### src/rtl/dls_pkg.sv
// Shared types of the DRAM power-up and self-refresh sequencer.
// Assumes: nothing beyond IEEE 1800-2017.
package dls_pkg;

    // Lifecycle states of the top-level controller
    typedef enum logic [3:0] {
        ST_INIT,
        ST_PAUSE,
        ST_WAKE,
        ST_READY,
        ST_SR_SETUP,
        ST_SR_HOLD,
        ST_SR_STAY,
        ST_SR_EXIT,
        ST_BURST
    } life_state_t;

    // Phases of one CAS-before-RAS refresh cycle
    typedef enum logic [1:0] {
        PH_IDLE,
        PH_SETUP,
        PH_LOW,
        PH_PRE
    } cbr_phase_t;

endpackage

### src/rtl/dls_timer.sv
// Loadable down-counter used for every fixed wait of the sequencer.
// What it does: on load takes load_val, then counts down to zero and stays.
// Assumes: the wait lasts load_val+1 cycles counted from the loading edge.
module dls_timer #(
    parameter int W = 16
) (
    input  logic         clk,
    input  logic         rst_n,
    input  logic         load,
    input  logic [W-1:0] load_val,
    output logic         expired
);
    logic [W-1:0] cnt;

    // Count down toward zero, reload on request
    always_ff @(posedge clk) begin
        if (!rst_n)          cnt <= '0;
        else if (load)       cnt <= load_val;
        else if (cnt != '0)  cnt <= cnt - 1'b1;
    end

    assign expired = (cnt == '0);

    // Counter never moves upward without a load
    p_timer_monotonic_r2: assert property (@(posedge clk) disable iff (!rst_n)
        !$past(load) && $past(rst_n) |-> cnt <= $past(cnt));
endmodule

### src/rtl/dls_event_counter.sv
// Counts refresh cycles completed within one wake-up or exit burst.
// Assumes: clr and inc are never both high when inc should be counted.
module dls_event_counter #(
    parameter int W = 11
) (
    input  logic         clk,
    input  logic         rst_n,
    input  logic         clr,
    input  logic         inc,
    output logic [W-1:0] count
);
    // Clear at the start of a sequence, advance on each completed cycle
    always_ff @(posedge clk) begin
        if (!rst_n)   count <= '0;
        else if (clr) count <= '0;
        else if (inc) count <= count + 1'b1;
    end
endmodule

### src/rtl/dls_cbr_gen.sv
// Generates back-to-back CAS-before-RAS refresh cycles while run is high.
// One cycle: column strobe low for CSR cycles, row strobe low for RAS cycles
// (column strobe kept low for the first CHR of them), then RP cycles of
// precharge with both high. done pulses in the last precharge cycle.
// Assumes: CSR_CYC, RAS_CYC, RP_CYC >= 1 and CHR_CYC < RAS_CYC.
module dls_cbr_gen
    import dls_pkg::*;
#(
    parameter int CSR_CYC = 1,
    parameter int CHR_CYC = 2,
    parameter int RAS_CYC = 10,
    parameter int RP_CYC  = 6
) (
    input  logic clk,
    input  logic rst_n,
    input  logic run,
    output logic ras_n,
    output logic cas_n,
    output logic done
);
    localparam int PMAX = (RAS_CYC > RP_CYC) ? RAS_CYC : RP_CYC;
    localparam int LMAX = (PMAX > CSR_CYC) ? PMAX : CSR_CYC;
    localparam int W    = $clog2(LMAX + 1);

    cbr_phase_t   phase;
    logic [W-1:0] cnt;

    // Walk the phases of one refresh cycle, looping while run stays high
    always_ff @(posedge clk) begin
        if (!rst_n) begin
            phase <= PH_IDLE;
            cnt   <= '0;
        end else begin
            case (phase)
                PH_IDLE: if (run) begin
                    phase <= PH_SETUP;
                    cnt   <= W'(CSR_CYC - 1);
                end
                PH_SETUP: if (cnt == '0) begin
                    phase <= PH_LOW;
                    cnt   <= W'(RAS_CYC - 1);
                end else cnt <= cnt - 1'b1;
                PH_LOW: if (cnt == '0) begin
                    phase <= PH_PRE;
                    cnt   <= W'(RP_CYC - 1);
                end else cnt <= cnt - 1'b1;
                PH_PRE: if (cnt == '0) begin
                    if (run) begin
                        phase <= PH_SETUP;
                        cnt   <= W'(CSR_CYC - 1);
                    end else begin
                        phase <= PH_IDLE;
                    end
                end else cnt <= cnt - 1'b1;
                default: phase <= PH_IDLE;
            endcase
        end
    end

    assign ras_n = (phase != PH_LOW);
    assign cas_n = !((phase == PH_SETUP) ||
                     ((phase == PH_LOW) && (cnt > W'(RAS_CYC - 1 - CHR_CYC))));
    assign done  = (phase == PH_PRE) && (cnt == '0);

    // Column strobe already low whenever the row strobe falls
    p_cas_first_r3: assert property (@(posedge clk) disable iff (!rst_n)
        $fell(ras_n) |-> !cas_n);
    // A cycle only ends from precharge with the row strobe high
    p_done_in_precharge_r11: assert property (@(posedge clk) disable iff (!rst_n)
        done |-> ras_n && cas_n);
endmodule

### src/rtl/dram_lifecycle_seq.sv
// Top of the DRAM power-up and self-refresh sequencer.
// What it does: pause after reset, wake-up refresh cycles, hand-over via
// ready; on sleep_req enters self refresh, acknowledges after a hold, and on
// withdrawal precharges and refreshes every row before handing back.
// Assumes: the access controller drives the strobes only while ready=1;
// all timings are given as cycle counts of clk.
module dram_lifecycle_seq
    import dls_pkg::*;
#(
    parameter int CAS_W     = 2,
    parameter int PAUSE_CYC = 40000,
    parameter int WAKE_CYC  = 8,
    parameter int HOLD_CYC  = 20000,
    parameter int BURST_CYC = 1024,
    parameter int CSR_CYC   = 1,
    parameter int CHR_CYC   = 2,
    parameter int RAS_CYC   = 10,
    parameter int RP_CYC    = 6
) (
    input  logic             clk,
    input  logic             rst_n,
    input  logic             sleep_req,
    output logic             sleep_ack,
    output logic             ready,
    output logic             own,
    output logic             ras_n,
    output logic [CAS_W-1:0] cas_n,
    output logic             we_n
);
    localparam int T_A  = (PAUSE_CYC > HOLD_CYC) ? PAUSE_CYC : HOLD_CYC;
    localparam int T_B  = (RP_CYC > CSR_CYC) ? RP_CYC : CSR_CYC;
    localparam int TMAX = (T_A > T_B) ? T_A : T_B;
    localparam int TW   = $clog2(TMAX + 1);
    localparam int CMAX = (WAKE_CYC > BURST_CYC) ? WAKE_CYC : BURST_CYC;
    localparam int CW   = $clog2(CMAX + 1);

    life_state_t   state, state_nx;
    logic          tmr_load, tmr_exp;
    logic [TW-1:0] tmr_val;
    logic          cnt_clr, cnt_last;
    logic [CW-1:0] cbr_cnt, cbr_target;
    logic          cbr_run, cbr_done, cbr_ras_n, cbr_cas_n;
    logic          sr_ras_low, sr_cas_low, cas_line;

    dls_timer #(.W(TW)) u_timer (
        .clk(clk), .rst_n(rst_n), .load(tmr_load),
        .load_val(tmr_val), .expired(tmr_exp)
    );

    dls_event_counter #(.W(CW)) u_count (
        .clk(clk), .rst_n(rst_n), .clr(cnt_clr),
        .inc(cbr_done), .count(cbr_cnt)
    );

    dls_cbr_gen #(
        .CSR_CYC(CSR_CYC), .CHR_CYC(CHR_CYC),
        .RAS_CYC(RAS_CYC), .RP_CYC(RP_CYC)
    ) u_cbr (
        .clk(clk), .rst_n(rst_n), .run(cbr_run),
        .ras_n(cbr_ras_n), .cas_n(cbr_cas_n), .done(cbr_done)
    );

    // Which count ends the current refresh sequence
    always_comb begin
        cbr_target = (state == ST_WAKE) ? CW'(WAKE_CYC - 1) : CW'(BURST_CYC - 1);
        cnt_last   = (cbr_cnt == cbr_target);
        cbr_run    = ((state == ST_WAKE) || (state == ST_BURST)) &&
                     !(cbr_done && cnt_last);
    end

    // Next state and timer loads of the lifecycle
    always_comb begin
        state_nx = state;
        tmr_load = 1'b0;
        tmr_val  = '0;
        cnt_clr  = 1'b0;
        case (state)
            ST_INIT: begin
                state_nx = ST_PAUSE;
                tmr_load = 1'b1;
                tmr_val  = TW'(PAUSE_CYC - 1);
            end
            ST_PAUSE: if (tmr_exp) begin
                state_nx = ST_WAKE;
                cnt_clr  = 1'b1;
            end
            ST_WAKE: if (cbr_done && cnt_last) state_nx = ST_READY;
            ST_READY: if (sleep_req) begin
                state_nx = ST_SR_SETUP;
                tmr_load = 1'b1;
                tmr_val  = TW'(CSR_CYC - 1);
            end
            ST_SR_SETUP: if (tmr_exp) begin
                state_nx = ST_SR_HOLD;
                tmr_load = 1'b1;
                tmr_val  = TW'(HOLD_CYC - 1);
            end
            ST_SR_HOLD: if (tmr_exp) begin
                if (sleep_req) state_nx = ST_SR_STAY;
                else begin
                    state_nx = ST_SR_EXIT;
                    tmr_load = 1'b1;
                    tmr_val  = TW'(RP_CYC - 1);
                end
            end
            ST_SR_STAY: if (!sleep_req) begin
                state_nx = ST_SR_EXIT;
                tmr_load = 1'b1;
                tmr_val  = TW'(RP_CYC - 1);
            end
            ST_SR_EXIT: if (tmr_exp) begin
                state_nx = ST_BURST;
                cnt_clr  = 1'b1;
            end
            ST_BURST: if (cbr_done && cnt_last) state_nx = ST_READY;
            default: state_nx = ST_INIT;
        endcase
    end

    // State register, back to the start on reset
    always_ff @(posedge clk) begin
        if (!rst_n) state <= ST_INIT;
        else        state <= state_nx;
    end

    // Strobe and handshake decode
    always_comb begin
        sr_cas_low = (state == ST_SR_SETUP) || (state == ST_SR_HOLD) ||
                     (state == ST_SR_STAY);
        sr_ras_low = (state == ST_SR_HOLD) || (state == ST_SR_STAY);
        ras_n      = cbr_ras_n && !sr_ras_low;
        cas_line   = cbr_cas_n && !sr_cas_low;
        ready      = (state == ST_READY);
        own        = !ready;
        sleep_ack  = (state == ST_SR_STAY);
        we_n       = 1'b1;
    end

    // One column strobe per byte lane, all moved together
    for (genvar g = 0; g < CAS_W; g++) begin : g_lane
        assign cas_n[g] = cas_line;
    end

    // Strobes quiet throughout the power-up pause
    p_pause_quiet_r2: assert property (@(posedge clk) disable iff (!rst_n)
        (state == ST_PAUSE) |-> ras_n && (&cas_n));
    // Row strobe only falls with every column strobe low
    p_cbr_order_r3: assert property (@(posedge clk) disable iff (!rst_n)
        $fell(ras_n) |-> (cas_n == '0));
    // Acknowledge only while the memory is held in self refresh
    p_ack_strobes_r5: assert property (@(posedge clk) disable iff (!rst_n)
        sleep_ack |-> !ras_n && (cas_n == '0));
    // Ready and acknowledge are exclusive; controller owns idle strobes
    p_ready_idle_r6: assert property (@(posedge clk) disable iff (!rst_n)
        ready |-> !sleep_ack && ras_n && (&cas_n));
    // Acceptance of a request drops ready on the next edge
    p_ready_drop_r6: assert property (@(posedge clk) disable iff (!rst_n)
        ready && sleep_req |=> !ready);
    // Acknowledge is withdrawn only after the request was
    p_ack_release_r7: assert property (@(posedge clk) disable iff (!rst_n)
        $fell(sleep_ack) |-> !$past(sleep_req));
    // Exit precharge keeps the row strobe high
    p_exit_precharge_r7: assert property (@(posedge clk) disable iff (!rst_n)
        (state == ST_SR_EXIT) |-> ras_n);
endmodule

### config.mk
export PLATFORM = sky130hd
export DESIGN_NAME = dram_lifecycle_seq
export DESIGN_NICKNAME = d
export VERILOG_FILES = /design/src/rtl/dls_pkg.sv /design/src/rtl/dls_timer.sv /design/src/rtl/dls_event_counter.sv /design/src/rtl/dls_cbr_gen.sv /design/src/rtl/dram_lifecycle_seq.sv
export SDC_FILE = /design/constraint.sdc
export NUM_CORES = 1
export LEC_CHECK = 0
export BUFFER_PORTS_ARGS = -buffer_cell sky130_fd_sc_hd__buf_4
export CORE_ASPECT_RATIO = 0.75
export CORE_MARGIN = 1.5
export CORE_UTILIZATION = 25
export CTS_CLUSTER_SIZE = 28
export DETAILED_ROUTE_END_ITERATION = 10
export SLEW_MARGIN = 5
export SYNTH_ARGS = -nofsm -noshare
export SYNTH_HDL_FRONTEND = slang
export SYNTH_HIERARCHICAL = 1
export SYNTH_SLANG_ARGS = --single-unit
### constraint.sdc
create_clock -name clk -period 7.18 [get_ports clk]
set_clock_uncertainty 0.15 [all_clocks]
set_input_delay 0 -clock clk [delete_from_list [all_inputs] [get_ports clk]]
set_output_delay 0 -clock clk [all_outputs]
set_load 0.01 [all_outputs]
==> results.ini <==
[critical_path]
arrival_ns = 4.02
cp_slowest_cell = sky130_fd_sc_hd__or4_4
crit_path_end_kind = flip-flop
cp_data_required_time_ns = 7.21
worstSetupPathType = flip-flop to flip-flop
worstSetupStartpointType = flip-flop
cp.buffers_inverters = 3
critPathMaxStageDelay_ns = 0.67
critPathTopFamily = simple AND/OR/NAND/NOR gates
largest_fanout_of_any_net_on_the_critical_path = 15
cp_cell_instances = inv_1 -> ha_1 -> or3b_1 -> or4_4 -> nor2_1 -> inv_1 -> o21ai_0 -> nand3b_1 -> a21oi_1 -> nand2b_1 -> clkinv_1 -> o221ai_1 -> nor3_1
cell_mode_on_critical_path = sky130_fd_sc_hd__inv_1

[clocking]
tritoncts_num_sinks = 37
tritoncts.num_buffers = 5
tritoncts_clock_tree = built
cts.htree.levels = 2
post_cts_resized = 0
clk-insertion-delay-late_ns = 0.29
clk_pin_slew_ns = 0.07
clock_path_buffers = 2
cts_root_buf = sky130_fd_sc_hd__clkbuf_16

[drt]
wl_per_cell_um = 12.1
drt_wl_total_um = 5360
drt_pre_antenna_iters = 4
ant_nets = 0
drc = 0
via_density_per_instance = 4.81
detailroute.via_count = 2128
drt_first_iter_violations = 179

[final_layout]
finalNetCount = 321
synthToLayoutAreaGrowth_pct = 15.2
antenna_cells = 0
drive_gt1_share_pct = 10.0

[global_routing]
use_met3_pct = 2.00
grtUsageMet2_pct = 16.4
pin_count_of_the_biggest_net_entering_global_routing = 33
grt_first_pass_wirelength_um = 8950
top_usage_layer = met2
overflow_left_after_global_routing = 0
global_route.usage.met1_pct = 14.8
first_global_vias = 1871
number_of_antenna_violations_at_the_first_check_in_global_routing = 0
grt_use_total_pct = 10.5

[placed_design]
dp_hpwl_um = 3830
place.gp.congestion = 0.793
numPortBuffers = 8

[logic_synthesis]
yosysSeqAreaShare_pct = 30.2
async_flop_share_pct = 0
synth-seq-cells = 37
cell_type_contributing_the_most_total_cell_area_after_synthesis = sky130_fd_sc_hd__dfxtp_1
top_cells_by_area_synth = sky130_fd_sc_hd__dfxtp_1 (30%), sky130_fd_sc_hd__ha_1 (4.6%), sky130_fd_sc_hd__nand2_1 (4.3%)
syn_inst = 304
synth_top_area_share_pct = 30.2
yosys.cell_types.count = 65
syn_area_um2 = 2450
synth_top_flop_cell = sky130_fd_sc_hd__dfxtp_1
synthesized_area_divided_by_synthesized_cell_count_um2 = 8.06
synth_edf_count = 0
synthesis.yosys.warnings = 6

[power_and_ir_drop]
leakage_dissipation_uw = 0.00102
irDropWorstVdd_mv = 0.102
power-per-cell-area_nw_per_um2 = 397
report.power.total_uw = 1120

[timing]
final_hold_viol_count = 0
drv_slew = 0
finalSetupTns_ns = 0
worst_slew_pin_slew_ns = 0.870
relSlewSlack_pct = 41.5
timing.final.setup_violations = 0
min_period_over_period_pct = 55.6
max_freq_mhz = 250
grt_setup_unrepaired = no
finalWorstPathRequiredPeriod_ns = 4.00

[die]
num_rows = 31
floorplan.initialDensity_pct = 25.6
floorplan.die.height_um = 88.8
design.die.area_um2 = 10400
die_w_um = 117
floorplan.core_area_um2 = 9580
floorplan.io_pins = 10

[worst_hold_path]
path_class_of_the_lowest_slack_min_delay_path = flip-flop to flip-flop

[status]
result_of_the_run = complete, no violations

[flow_run]
cap_violations = 0

## path summary, 6_finish.rpt
| check | start | endpoint | slack [ns] | cells past startpoint |
|---|---|---|---|---|
| min | u_count/count[10]$_SDFFE_PP0P_ | u_count/count[10]$_SDFFE_PP0P_ | 0.34 | 2 |
| max reg2reg | u_timer/cnt[0]$_SDFFE_PN0P_ | u_timer/cnt[13]$_SDFFE_PN0P_ | 3.18 | 13 |
| min reg2reg | u_count/count[10]$_SDFFE_PP0P_ | u_count/count[10]$_SDFFE_PP0P_ | 0.34 | 2 |
| max | u_timer/cnt[0]$_SDFFE_PN0P_ | u_timer/cnt[13]$_SDFFE_PN0P_ | 3.18 | 13 |
## stage by stage
step / hold slack [ns] / cells / setup WS (ns) / utilization, % / instance area, um2
6_report: 0.339 / 442 / 3.18 / 29.5 / 2820
5_1_grt: 0.363 / 442 / 2.85 / 29.5 / 2820
2_1_floorplan: -0.0166 / 309 / 3.49 / - / 2470
4_1_cts: 0.337 / 442 / 3.20 / 29.5 / 2820
3_5_place_dp: 0.198 / 431 / 3.21 / 27.1 / 2600
3_3_place_gp: 0.209 / 431 / 3.43 / 27.1 / 2600
## registers in the layout, indices dropped and copies added (netlist names)
name           flops
u_cbr/cnt          4
u_timer/cnt       16
u_count/count     11
u_cbr/phase        2
state              4
## worst register-to-register path: stages (launching register included)
cell	delay, ns
sky130_fd_sc_hd__dfxtp_1	0.33
sky130_fd_sc_hd__inv_1	0.08
sky130_fd_sc_hd__ha_1	0.18
sky130_fd_sc_hd__or3b_1	0.44
sky130_fd_sc_hd__or4_4	0.67
sky130_fd_sc_hd__nor2_1	0.33
sky130_fd_sc_hd__inv_1	0.09
sky130_fd_sc_hd__o21ai_0	0.15
sky130_fd_sc_hd__nand3b_1	0.09
sky130_fd_sc_hd__a21oi_1	0.24
sky130_fd_sc_hd__nand2b_1	0.41
sky130_fd_sc_hd__clkinv_1	0.38
sky130_fd_sc_hd__o221ai_1	0.29
sky130_fd_sc_hd__nor3_1	0.07
## repair_timing
action | 4_1_cts | 5_1_grt
setup endpoints to repair | 0 | 0
hold endpoints to repair | 14 | 0
hold buffers | 3 | 0
buffers inserted | 0 | 0
## final cells by class
type | count | area [um2]
fillers | 1001 | 6760
clock inverters | 3 | 68.8
well taps | 132 | 165
flip-flops and latches | 37 | 741
repair buffers | 11 | 90.1
multi-input cells | 235 | 1560
inverters | 19 | 71.3
clock buffers | 5 | 125
## power by group
group | internal (uW) | switching (uW)
Combinational | 216 | 288
Clock | 200 | 95.0
Sequential | 254 | 67.4
Total | 670 | 451
## cells in the mapped netlist, drive strengths merged, types with 4 or more instances
master   n
nor4     7
nor2b    4
nand2   28
nor3    15
nand2b   6
mux2i    4
a21oi   13
nand3   11
ha       9
o21ai   22
nor2    18
o31ai    5
or4      5
a21boi   7
dfxtp   37
xor2     5
nand4    5
nor3b    6
o221ai   4
or3      4
xnor2   12
inv     18
buf     11
clkbuf   7
## layout by cell type, fill, tap and decap left out, drive strengths merged, types with 8 or more instances in the layout
| cell type | synthesis | final |
|---|---|---|
| xnor2 | 12 | 12 |
| a21oi | 13 | 13 |
| dfxtp | 37 | 37 |
| o21ai | 22 | 22 |
| nor2 | 18 | 18 |
| buf | 11 | 8 |
| ha | 9 | 9 |
| nor3 | 15 | 15 |
| nand2 | 28 | 28 |
| inv | 18 | 19 |
| nand3 | 11 | 11 |
## per-layer routing
metal,vias to the layer above,share of wire [%],routed length (um)
met1,995,52,2790
met5,-,0,0
met2,24,45,2390
met4,0,0.60,32
met3,4,2.7,146
li1,1105,-,-
## cell families after synthesis
kind of cell | count (synthesis) | share of synthesized area [%]
AND/OR/NAND/NOR | 123 | 29.0
AO/OA/AOI/OAI | 75 | 21.3
flip-flops | 37 | 30.2
buffers and inverters | 37 | 6.79
XOR/XNOR | 17 | 6.07
adder cells (fa/ha/maj) | 9 | 4.59
multiplexers | 4 | 1.63
other | 2 | 0.306
Power figures use the tool's default switching activity.
